$ cat config.mk
export PLATFORM = sky130hd
export DESIGN_NAME = harmonic_synth
export DESIGN_NICKNAME = d
export VERILOG_FILES = /design/src/rtl/harm_pkg.sv /design/src/rtl/harm_channel.sv /design/src/rtl/harm_arbiter.sv /design/src/rtl/harm_sine_rom.sv /design/src/rtl/harm_calc.sv /design/src/rtl/harmonic_synth.sv
export SDC_FILE = /design/constraint.sdc
export NUM_CORES = 2
export LEC_CHECK = 0
export ABC_AREA = 1
export BUFFER_PORTS_ARGS = -buffer_cell sky130_fd_sc_hd__buf_2
export CORE_ASPECT_RATIO = 2
export CORE_MARGIN = 3
export CORE_UTILIZATION = 60
export DETAILED_ROUTE_END_ITERATION = 6
export GPL_ROUTABILITY_DRIVEN = 0
export HOLD_SLACK_MARGIN = 0.06
export PLACE_DENSITY_LB_ADDON = 0.3
export SYNTH_ARGS = -nofsm -noshare
export SYNTH_HDL_FRONTEND = slang
export SYNTH_SLANG_ARGS = --single-unit
$ cat constraint.sdc
create_clock -name clk -period 14.2 [get_ports clk]
set_clock_uncertainty 0.05 [all_clocks]
set_input_delay 1.42 -clock clk [delete_from_list [all_inputs] [get_ports clk]]
set_output_delay 1.42 -clock clk [all_outputs]
set_load 0.05 [all_outputs]
$ cat src/rtl/harm_pkg.sv
package harm_pkg;

    typedef enum logic [1:0] {
        CALC_GRANT = 2'd0,
        CALC_READ  = 2'd1,
        CALC_MUL   = 2'd2,
        CALC_WRITE = 2'd3
    } calc_state_e;

    localparam int     FX_FRAC = 30;
    localparam longint FX_HALF = longint'(1) <<< (FX_FRAC - 1);
    localparam longint FX_PI   = 64'sd3373259426;

    // sin(pi/2 * j / qsteps) in Q30, Taylor series
    function automatic longint fx_sin_quarter(input int j, input int qsteps);
        longint x;
        longint x2;
        longint term;
        longint acc;
        x    = (FX_PI * longint'(j)) / longint'(2 * qsteps);
        x2   = (x * x) >>> FX_FRAC;
        term = x;
        acc  = x;
        for (int n = 1; n < 12; n++) begin
            term = -((term * x2) >>> FX_FRAC) / longint'((2 * n) * (2 * n + 1));
            acc  = acc + term;
        end
        return acc;
    endfunction

    // rounded amp * sin(2*pi*k/points)
    function automatic int sine_entry(input int k, input int points, input int amp);
        int     q;
        longint s;
        longint sc;
        q = points / 4;
        if (k <= q)           s = fx_sin_quarter(k, q);
        else if (k <= 2 * q)  s = fx_sin_quarter(2 * q - k, q);
        else if (k <= 3 * q)  s = -fx_sin_quarter(k - 2 * q, q);
        else                  s = -fx_sin_quarter(points - k, q);
        sc = s * longint'(amp);
        if (sc >= 0) return int'((sc + FX_HALF) >>> FX_FRAC);
        return -int'(((-sc) + FX_HALF) >>> FX_FRAC);
    endfunction

endpackage

$ cat src/rtl/harm_channel.sv
module harm_channel #(
    parameter int DIV_W  = 16,
    parameter int ADDR_W = 6
) (
    input  logic              clk,
    input  logic              rst,
    input  logic              div_we,
    input  logic [DIV_W-1:0]  div_wdata,
    input  logic              clr,
    output logic              req,
    output logic [ADDR_W-1:0] phase
);

    typedef struct packed {
        logic [DIV_W-1:0]  div;
        logic [DIV_W-1:0]  cnt;
        logic [ADDR_W-1:0] phase;
        logic              req;
    } chan_s;

    chan_s st_d, st_q;
    logic  tick;

    always_comb begin
        st_d = st_q;
        tick = 1'b0;
        if (div_we) begin
            st_d.div = div_wdata;
        end
        if (st_q.div == '0) begin
            st_d.cnt = '0;
        end else if (st_q.cnt >= st_q.div - DIV_W'(1)) begin
            st_d.cnt = '0;
            tick     = 1'b1;
        end else begin
            st_d.cnt = st_q.cnt + DIV_W'(1);
        end
        if (tick) begin
            st_d.phase = st_q.phase + ADDR_W'(1);
            st_d.req   = 1'b1;
        end else if (clr) begin
            st_d.req = 1'b0;
        end
    end

    always_ff @(posedge clk) begin
        if (rst) begin
            st_q <= '0;
        end else begin
            st_q <= st_d;
        end
    end

    assign req   = st_q.req;
    assign phase = st_q.phase;

    AST_FLAG_HOLDS: assert property (@(posedge clk) disable iff (rst)
        (st_q.req && !clr) |=> st_q.req);

    AST_PHASE_STEP: assert property (@(posedge clk) disable iff (rst)
        (st_q.phase != $past(st_q.phase)) |-> (st_q.phase == $past(st_q.phase) + ADDR_W'(1)));

    AST_OFF_FROZEN: assert property (@(posedge clk) disable iff (rst)
        (st_q.div == '0) |=> $stable(st_q.phase));

endmodule

$ cat src/rtl/harm_arbiter.sv
module harm_arbiter #(
    parameter int  NUM_CH = 16,
    localparam int IDX_W  = $clog2(NUM_CH)
) (
    input  logic [NUM_CH-1:0] req,
    output logic              gnt_valid,
    output logic [IDX_W-1:0]  gnt_idx
);

    always_comb begin
        gnt_valid = |req;
        gnt_idx   = '0;
        for (int i = NUM_CH - 1; i >= 0; i--) begin
            if (req[i]) begin
                gnt_idx = IDX_W'(i);
            end
        end
    end

endmodule

$ cat src/rtl/harm_sine_rom.sv
module harm_sine_rom #(
    parameter int ADDR_W = 6,
    parameter int SAMP_W = 16,
    parameter int AMP    = 32767
) (
    input  logic [ADDR_W-1:0]        addr,
    output logic signed [SAMP_W-1:0] data
);

    localparam int POINTS = 1 << ADDR_W;

    logic signed [SAMP_W-1:0] table_w [POINTS];

    for (genvar k = 0; k < POINTS; k++) begin : g_entry
        localparam int VAL = harm_pkg::sine_entry(k, POINTS, AMP);
        assign table_w[k] = SAMP_W'(VAL);
    end

    assign data = table_w[addr];

endmodule

$ cat src/rtl/harm_calc.sv
module harm_calc
    import harm_pkg::*;
#(
    parameter int  NUM_CH = 16,
    parameter int  ADDR_W = 6,
    parameter int  SAMP_W = 16,
    parameter int  COEF_W = 16,
    parameter int  SUM_W  = 36,
    localparam int IDX_W  = $clog2(NUM_CH),
    localparam int PROD_W = SAMP_W + COEF_W
) (
    input  logic                     clk,
    input  logic                     rst,
    input  logic                     coef_we,
    input  logic [IDX_W-1:0]         coef_idx,
    input  logic [COEF_W-1:0]        coef_wdata,
    input  logic                     gnt_valid,
    input  logic [IDX_W-1:0]         gnt_idx,
    input  logic [ADDR_W-1:0]        phase [NUM_CH],
    output logic [ADDR_W-1:0]        rom_addr,
    input  logic signed [SAMP_W-1:0] rom_data,
    output logic [NUM_CH-1:0]        clr,
    output logic signed [SUM_W-1:0]  sum_out,
    output logic                     out_valid,
    output logic [IDX_W-1:0]         out_ch
);

    typedef struct packed {
        calc_state_e        state;
        logic [IDX_W-1:0]   sel;
        logic [SAMP_W-1:0]  samp;
        logic [COEF_W-1:0]  coef;
        logic [PROD_W-1:0]  prod;
        logic [SUM_W-1:0]   sum;
        logic               valid;
    } calc_s;

    calc_s cs_d, cs_q;

    logic signed [PROD_W-1:0] buf_d  [NUM_CH];
    logic signed [PROD_W-1:0] buf_q  [NUM_CH];
    logic signed [COEF_W-1:0] coef_d [NUM_CH];
    logic signed [COEF_W-1:0] coef_q [NUM_CH];
    logic signed [SUM_W-1:0]  buf_total;

    always_comb begin
        cs_d       = cs_q;
        cs_d.valid = 1'b0;
        buf_d      = buf_q;
        coef_d     = coef_q;
        clr        = '0;
        rom_addr   = phase[cs_q.sel];
        if (coef_we) begin
            coef_d[coef_idx] = coef_wdata;
        end
        case (cs_q.state)
            CALC_GRANT: begin
                if (gnt_valid) begin
                    cs_d.sel   = gnt_idx;
                    cs_d.state = CALC_READ;
                end
            end
            CALC_READ: begin
                cs_d.samp  = rom_data;
                cs_d.coef  = coef_q[cs_q.sel];
                cs_d.state = CALC_MUL;
            end
            CALC_MUL: begin
                cs_d.prod  = $signed(cs_q.samp) * $signed(cs_q.coef);
                cs_d.state = CALC_WRITE;
            end
            default: begin
                buf_d[cs_q.sel] = $signed(cs_q.prod);
                cs_d.sum        = $signed(cs_q.sum)
                                - SUM_W'(buf_q[cs_q.sel])
                                + SUM_W'($signed(cs_q.prod));
                clr[cs_q.sel]   = 1'b1;
                cs_d.valid      = 1'b1;
                cs_d.state      = CALC_GRANT;
            end
        endcase
    end

    always_ff @(posedge clk) begin
        if (rst) begin
            cs_q   <= '0;
            buf_q  <= '{default: '0};
            coef_q <= '{default: '0};
        end else begin
            cs_q   <= cs_d;
            buf_q  <= buf_d;
            coef_q <= coef_d;
        end
    end

    assign sum_out   = $signed(cs_q.sum);
    assign out_valid = cs_q.valid;
    assign out_ch    = cs_q.sel;

    always_comb begin
        buf_total = '0;
        for (int i = 0; i < NUM_CH; i++) begin
            buf_total = buf_total + SUM_W'(buf_q[i]);
        end
    end

    AST_SUM_MATCH: assert property (@(posedge clk) disable iff (rst)
        (cs_q.state == CALC_GRANT) |-> ($signed(cs_q.sum) == buf_total));

    AST_VALID_GAP: assert property (@(posedge clk) disable iff (rst)
        cs_q.valid |=> !cs_q.valid);

    AST_ONE_CLEAR: assert property (@(posedge clk) disable iff (rst)
        $onehot0(clr));

endmodule

$ cat src/rtl/harmonic_synth.sv
module harmonic_synth #(
    parameter int  NUM_CH   = 16,
    parameter int  DIV_W    = 16,
    parameter int  ADDR_W   = 6,
    parameter int  SAMP_W   = 16,
    parameter int  COEF_W   = 16,
    parameter int  SUM_W    = 36,
    parameter int  SINE_AMP = 32767,
    localparam int IDX_W    = $clog2(NUM_CH),
    localparam int CFG_W    = (DIV_W > COEF_W) ? DIV_W : COEF_W
) (
    input  logic                    clk,
    input  logic                    rst,
    input  logic                    cfg_we,
    input  logic                    cfg_sel,
    input  logic [IDX_W-1:0]        cfg_ch,
    input  logic [CFG_W-1:0]        cfg_data,
    output logic signed [SUM_W-1:0] sum_out,
    output logic                    out_valid,
    output logic [IDX_W-1:0]        out_ch
);

    logic [NUM_CH-1:0]        req_vec;
    logic [NUM_CH-1:0]        clr_vec;
    logic [ADDR_W-1:0]        phase_arr [NUM_CH];
    logic                     gnt_valid;
    logic [IDX_W-1:0]         gnt_idx;
    logic [ADDR_W-1:0]        rom_addr;
    logic signed [SAMP_W-1:0] rom_data;

    for (genvar c = 0; c < NUM_CH; c++) begin : g_ch
        harm_channel #(
            .DIV_W (DIV_W),
            .ADDR_W(ADDR_W)
        ) u_ch (
            .clk      (clk),
            .rst      (rst),
            .div_we   (cfg_we && !cfg_sel && (cfg_ch == IDX_W'(c))),
            .div_wdata(cfg_data[DIV_W-1:0]),
            .clr      (clr_vec[c]),
            .req      (req_vec[c]),
            .phase    (phase_arr[c])
        );
    end

    harm_arbiter #(
        .NUM_CH(NUM_CH)
    ) u_arb (
        .req      (req_vec),
        .gnt_valid(gnt_valid),
        .gnt_idx  (gnt_idx)
    );

    harm_sine_rom #(
        .ADDR_W(ADDR_W),
        .SAMP_W(SAMP_W),
        .AMP   (SINE_AMP)
    ) u_rom (
        .addr(rom_addr),
        .data(rom_data)
    );

    harm_calc #(
        .NUM_CH(NUM_CH),
        .ADDR_W(ADDR_W),
        .SAMP_W(SAMP_W),
        .COEF_W(COEF_W),
        .SUM_W (SUM_W)
    ) u_calc (
        .clk       (clk),
        .rst       (rst),
        .coef_we   (cfg_we && cfg_sel),
        .coef_idx  (cfg_ch),
        .coef_wdata(cfg_data[COEF_W-1:0]),
        .gnt_valid (gnt_valid),
        .gnt_idx   (gnt_idx),
        .phase     (phase_arr),
        .rom_addr  (rom_addr),
        .rom_data  (rom_data),
        .clr       (clr_vec),
        .sum_out   (sum_out),
        .out_valid (out_valid),
        .out_ch    (out_ch)
    );

    AST_LOWEST_WINS: assert property (@(posedge clk) disable iff (rst)
        gnt_valid |-> ((req_vec & ((NUM_CH'(1) << gnt_idx) - NUM_CH'(1))) == '0));

    AST_GRANT_PENDING: assert property (@(posedge clk) disable iff (rst)
        gnt_valid |-> req_vec[gnt_idx]);

    AST_CLEAR_PENDING: assert property (@(posedge clk) disable iff (rst)
        (|clr_vec) |-> ((clr_vec & req_vec) == clr_vec));

endmodule

After elaboration in Yosys (flattened, before gate mapping) --
Memory sizes are Yosys's and may differ from the RTL's. A register that Yosys moved wholly into a read port is not among the register bits. Cells that the tools add are included. Widths: inputs -> output; s select.
Operators by class: eq/ne operators 18, multipliers 1, add/subtract/negate cells 50, shift-type cells 0, bitwise logic cells 3, div/mod/pow operators 0, multiplexer cells 101, order comparisons 22, reductions and logical operators 75
Operators with widths (count):
- $bwmux 512 | 1
- $add 16x1->16 const B | 16
- $bwmux 256 | 1
- $ge 16x16->1 | 16
- $logic_not 16->1 | 16
- $sub 16x1->16 const B | 16
- $bmux 32 s4 | 1
- $demux 32 s4 | 1
- $add 6x1->6 const B | 16
- $mux 32 | 3
- $mux 1 | 66
- $bmux 16 s4 | 1
- $demux 16 s4 | 1
- $mux 16 | 4
- $mux 4 | 16
- $reduce_or 3->1 | 17
- $add 36x32->36 | 1
- $sub 36x32->36 | 1
- $eq 4x4->1 const B | 8
- $mul 16x16->32 | 1
- $reduce_bool 2->1 | 16
- $bmux 6 s4 | 1
- $logic_and 1x1->1 | 21
- $mux 6 | 3
- 19 further kinds | 26
Storage, ports and cells: bits in read-only memories 1024, bits in latches 0, register bits after elaboration 1483, memories 1, input port bits 24, memory bits (writable) 0
Memories:
- (name not given) | depth 64, bits a word 16, read ports 1, clocked after Yosys merged registers in 1, write ports 0, RTL line harm_sine_rom.sv:19 | assign data = table_w[addr];

Depth between registers and ports, before layout --
depth after elaboration 18, mapped depth 29, depth with buffers taken out 27

By module --
Synthesis repeated with hierarchy kept, for this count alone.
Second synthesis, totals: cells, all modules 12034, area, all modules 89610.9 um2
By module, submodules not included:
- harm_calc | seq. area each 17516.8 um2, area each 50201.9 um2, cells an instance 6646, instances 1
- harm_channel (g_ch[1].u_ch ...) | seq. area each 780.7 um2, area each 2311.0 um2, cells an instance 311, instances 8
- harm_channel (g_ch[0].u_ch ...) | seq. area each 780.7 um2, area each 2387.3 um2, cells an instance 313, instances 6
- harm_channel (g_ch[9].u_ch) | seq. area each 780.7 um2, area each 2332.2 um2, cells an instance 316, instances 1
- harm_channel (g_ch[15].u_ch) | seq. area each 780.7 um2, area each 2328.5 um2, cells an instance 305, instances 1
- harm_sine_rom | seq. area each 0.0 um2, area each 1581.5 um2, cells an instance 315, instances 1
- harm_arbiter | seq. area each 0.0 um2, area each 209.0 um2, cells an instance 49, instances 1
- harmonic_synth | seq. area each 0.0 um2, area each 146.4 um2, cells an instance 37, instances 1

Worst setup path after synthesis --
Ideal clock, no wire load.
kind register to register, start point reg, netlist name u_calc.cs_q[100], end point reg u_calc.cs_q[63] (netlist name), path slack 8269 ps, arrival time 5766 ps, stages on the path, launching flop included 25, path buffers 2, cells stage by stage dfxtp_1 -> clkbuf_1 -> clkbuf_1 -> nand2_1 -> fa_1 -> inv_1 -> fa_1 -> inv_1 -> fa_1 -> inv_1 -> fa_1 -> fa_1 -> inv_1 -> fa_1 -> inv_1 -> ha_1 -> nand2_1 -> nor2_1 -> inv_1 -> nor2_1 -> nand4_1 -> nand3_1 -> xor2_1 -> o21ai_0 -> inv_1
Between the ends: longest elaborated chain between the ends 1
Ends and longest elaborated chain:
- $mul 16x16->32 | RTL line harm_calc.sv:69 | cs_d.prod = $signed(cs_q.samp) * $signed(cs_q.coef);
- to (signal assigned) | RTL line harm_calc.sv:90 | cs_q <= cs_d;
- to (decl) | RTL line harm_calc.sv:38 | calc_s cs_d, cs_q;
No other way between the ends. A chain may end at the register's enable or synchronous reset.

Worst setup path after layout --
start point reg u_calc.cs_q, in the netlist u_calc.out_ch[0], end point reg u_calc.cs_q, in the netlist u_calc.sum_out[32]
Between the ends: longest elaborated chain between the ends 6
Ends and longest elaborated chain:
- $not 4->5 (implied by the code) | RTL line harm_calc.sv:75 | - SUM_W'(buf_q[cs_q.sel])
- $bmux 32 s4 | RTL line harm_calc.sv:75
- $mux 32 (implied by the code) (2 in series) | RTL line harm_calc.sv:75
- $sub 36x32->36 | RTL line harm_calc.sv:75
- $add 36x32->36 | RTL line harm_calc.sv:76 | + SUM_W'($signed(cs_q.prod));
No other way between the ends. The select of a mux whose other input is x is not followed.

==> metrics.txt <==
outcome=complete, but fails checks; failing checks=design-rule violations; GRT Overall Usage=33.9%; final setup fails=0; FMAX=138 MHz; critical path's largest stage delay=740 ps; clk root buf=clkbuf_16; max-cap viol count=0; LEAKAGE=39.0 nW; die area=146000 um^2; share of the synthesized area in the top cell type=35.5%; Worst-Skew Late Latency=790 ps; PortBufs=64; post-layout min period=7270 ps; fillers=12129; asr flop ratio synth=0%; hpwl dp=173 mm; setup_tns=0 ps; worst hold stages=2; Via density=6.05; Setup CP Type=register to register; post-synthesis cell area=84600 um^2; ratio of cells with drive above 1 in the final layout=4.35%; unrepaired setup endpoints after global routing=false; most common cell in the netlist=nand2_1; Critical Path AT=7880 ps; yosys warns=0; PwrDens=120 nW/um^2; Syn Inst Count=11282; fin. max-slew vios=0; sequential cell area fraction in the yosys report=35.5%; DRC violations left=4; WP data required=14810 ps; CTS resizes=0; first-pass GRT wire length=398 mm; Post-Route WL=254 mm; Crit. End Element=register; Reg clk slew, reported paths=70 ps; Worst-Margin Slew=1300 ps; FF+latch count, synth=1499; cts hold-fix bufs=0; worst r2r path cells=28; final hold vios=0; initial core utilization=60.5%; area leader, netlist=dfxtp_1; synthesized net count=12042; Post-DRT Antenna Nets=0; main area contributors after synthesis=dfxtp_1, a21oi_1, nand2_1, fa_1, ha_1; DR iter-0 viols=6558; Pwr Total=10.8 mW; largest net degree at the start of global routing=259; Layout area overhead=6.36%; vias in the first global route=77166; # IOs=65; sequential standard cell area=30000 um^2; main flop type after synthesis=dfxtp_1; Yosys cell types=54; syn avg cell area=7.50 um^2; Clock Sink Count=1499; Pre-Repair DR Iteration Count=7; Die Ht=537 um; Post-CTS Setup Inserts=0; VDD IR-drop max=0.236 mV; vias after detailed routing=77740; Congestion Overflow GR=0; Multi-input gate area=46500 um^2; row count=194; CP Max Fanout=67; CTS tree=done; DIE WIDTH=272 um; WL/cell=19.8 um; CP Launch Type=register; CP dominant cell by count=nand2_1; Commonest cells post-synth=nand2_1, a21oi_1, dfxtp_1; Slew headroom=13.3%; final net count=11638; Hold Crit Class=register to register; Core ar.=140000 um^2; Max H-tree Level=4; slowest CP cell=buf_4; initial antenna violation count=5; Num CTS Buffers=146; Max clock buf depth=4; fin crit share=51.2%; number of synthesized flops with an enable pin=0
state kept, by name, summed over array words and instances, names as in the netlist:
name	cells
g_ch.u_ch.st_q	512
u_calc.buf_q	512
u_calc.coef_q	256
g_ch.u_ch.phase	96
u_calc.cs_q	66
u_calc.sum_out	36
g_ch.u_ch.req	16
u_calc.out_ch	4
u_calc.out_valid	1
metal layers:
metal  GRT usage [%]  vias up  wire length [um]
met5               0        -                13
met4            30.2        2             26400
met1            33.3    36363             83500
li1                -    36411                 -
met2            61.3     3599            126000
met3            5.42     1365             18000
stage by stage:
step,setup slack (ps),hold slack [ps],instances,util (%),cell area (um^2)
floorplan,8270,374,11282,-,84600
global placement,7220,383,12591,60.9,85200
detailed placement,7290,390,12591,60.9,85200
CTS,7240,399,12838,64.4,90000
global route,6540,415,12840,64.4,90000
finish,6930,398,12842,64.4,90000
critical path, delay by kind of cell (launching register included):
kind	cells	cell delay [ps]
flops	1	320
buf+inv	10	3040
fa+ha+maj	3	950
simple gates	11	1480
compound gates	4	1120
cell type report:
| type | count | share of cell area [%] |
|---|---|---|
| Tap cell | 1862 | 2.59 |
| Timing Repair Buffer | 143 | 1.10 |
| Multi-Input combinational cell | 7654 | 51.7 |
| Antenna cell | 3 | 0.00834 |
| Clock inverter | 46 | 0.677 |
| Sequential cell | 1499 | 33.3 |
| Inverter | 1434 | 5.99 |
| Clock buffer | 201 | 4.64 |
power by group:
part	switching, mW	total (mW)	leakage (nW)	internal (mW)
clock network	1.70	3.98	2.33	2.28
logic	1.70	2.39	24.6	0.691
registers	0.188	4.46	12.1	4.27
total	3.59	10.8	39.0	7.24
cell families after synthesis:
logic type	synth area share, %
DFF	35.5
and+or+nand+nor	17.5
xor gates and xnor gates	3.81
AOI/OAI and AO/OA	19.9
adders and majority gates	13.5
buffers and inverters	9.78
worst paths after layout:
kind,from,to,slack [ps]
min reg2reg,u_calc.coef_q[54],u_calc.coef_q[54],400
max reg2reg,u_calc.out_ch[0],u_calc.sum_out[32],6930
max,u_calc.out_ch[0],u_calc.sum_out[32],6930
min,u_calc.coef_q[54],u_calc.coef_q[54],400
layout by cell type, fill, tap and decap left out, types with 8 or more instances in the layout:
| cell | instances |
|---|---|
| fa_1 | 297 |
| nor3_1 | 193 |
| xnor2_1 | 81 |
| nand2_2 | 8 |
| o221ai_1 | 48 |
| a41oi_1 | 16 |
| or2_2 | 28 |
| a21o_1 | 9 |
| a21oi_1 | 1531 |
| buf_4 | 74 |
| clkinv_2 | 16 |
| nor2_1 | 775 |
| inv_2 | 19 |
| buf_2 | 63 |
| o21ai_0 | 1069 |
| clkbuf_1 | 28 |
| nor3b_1 | 74 |
| or4_1 | 31 |
| xor2_1 | 287 |
| and3_1 | 8 |
| a22oi_1 | 336 |
| inv_1 | 1408 |
| nand2_1 | 1650 |
| clkbuf_8 | 23 |
| ha_1 | 439 |
| bufinv_16 | 12 |
| clkbuf_16 | 150 |
| o211ai_1 | 30 |
| nand3b_1 | 15 |
| nand3_1 | 507 |
| nor3_2 | 15 |
| nor4_1 | 26 |
| clkinvlp_4 | 8 |
| a31oi_1 | 25 |
| nand4_1 | 80 |
| dfxtp_1 | 1498 |
| nor2_4 | 23 |
Note: power is estimated with default switching activity, not from simulation.
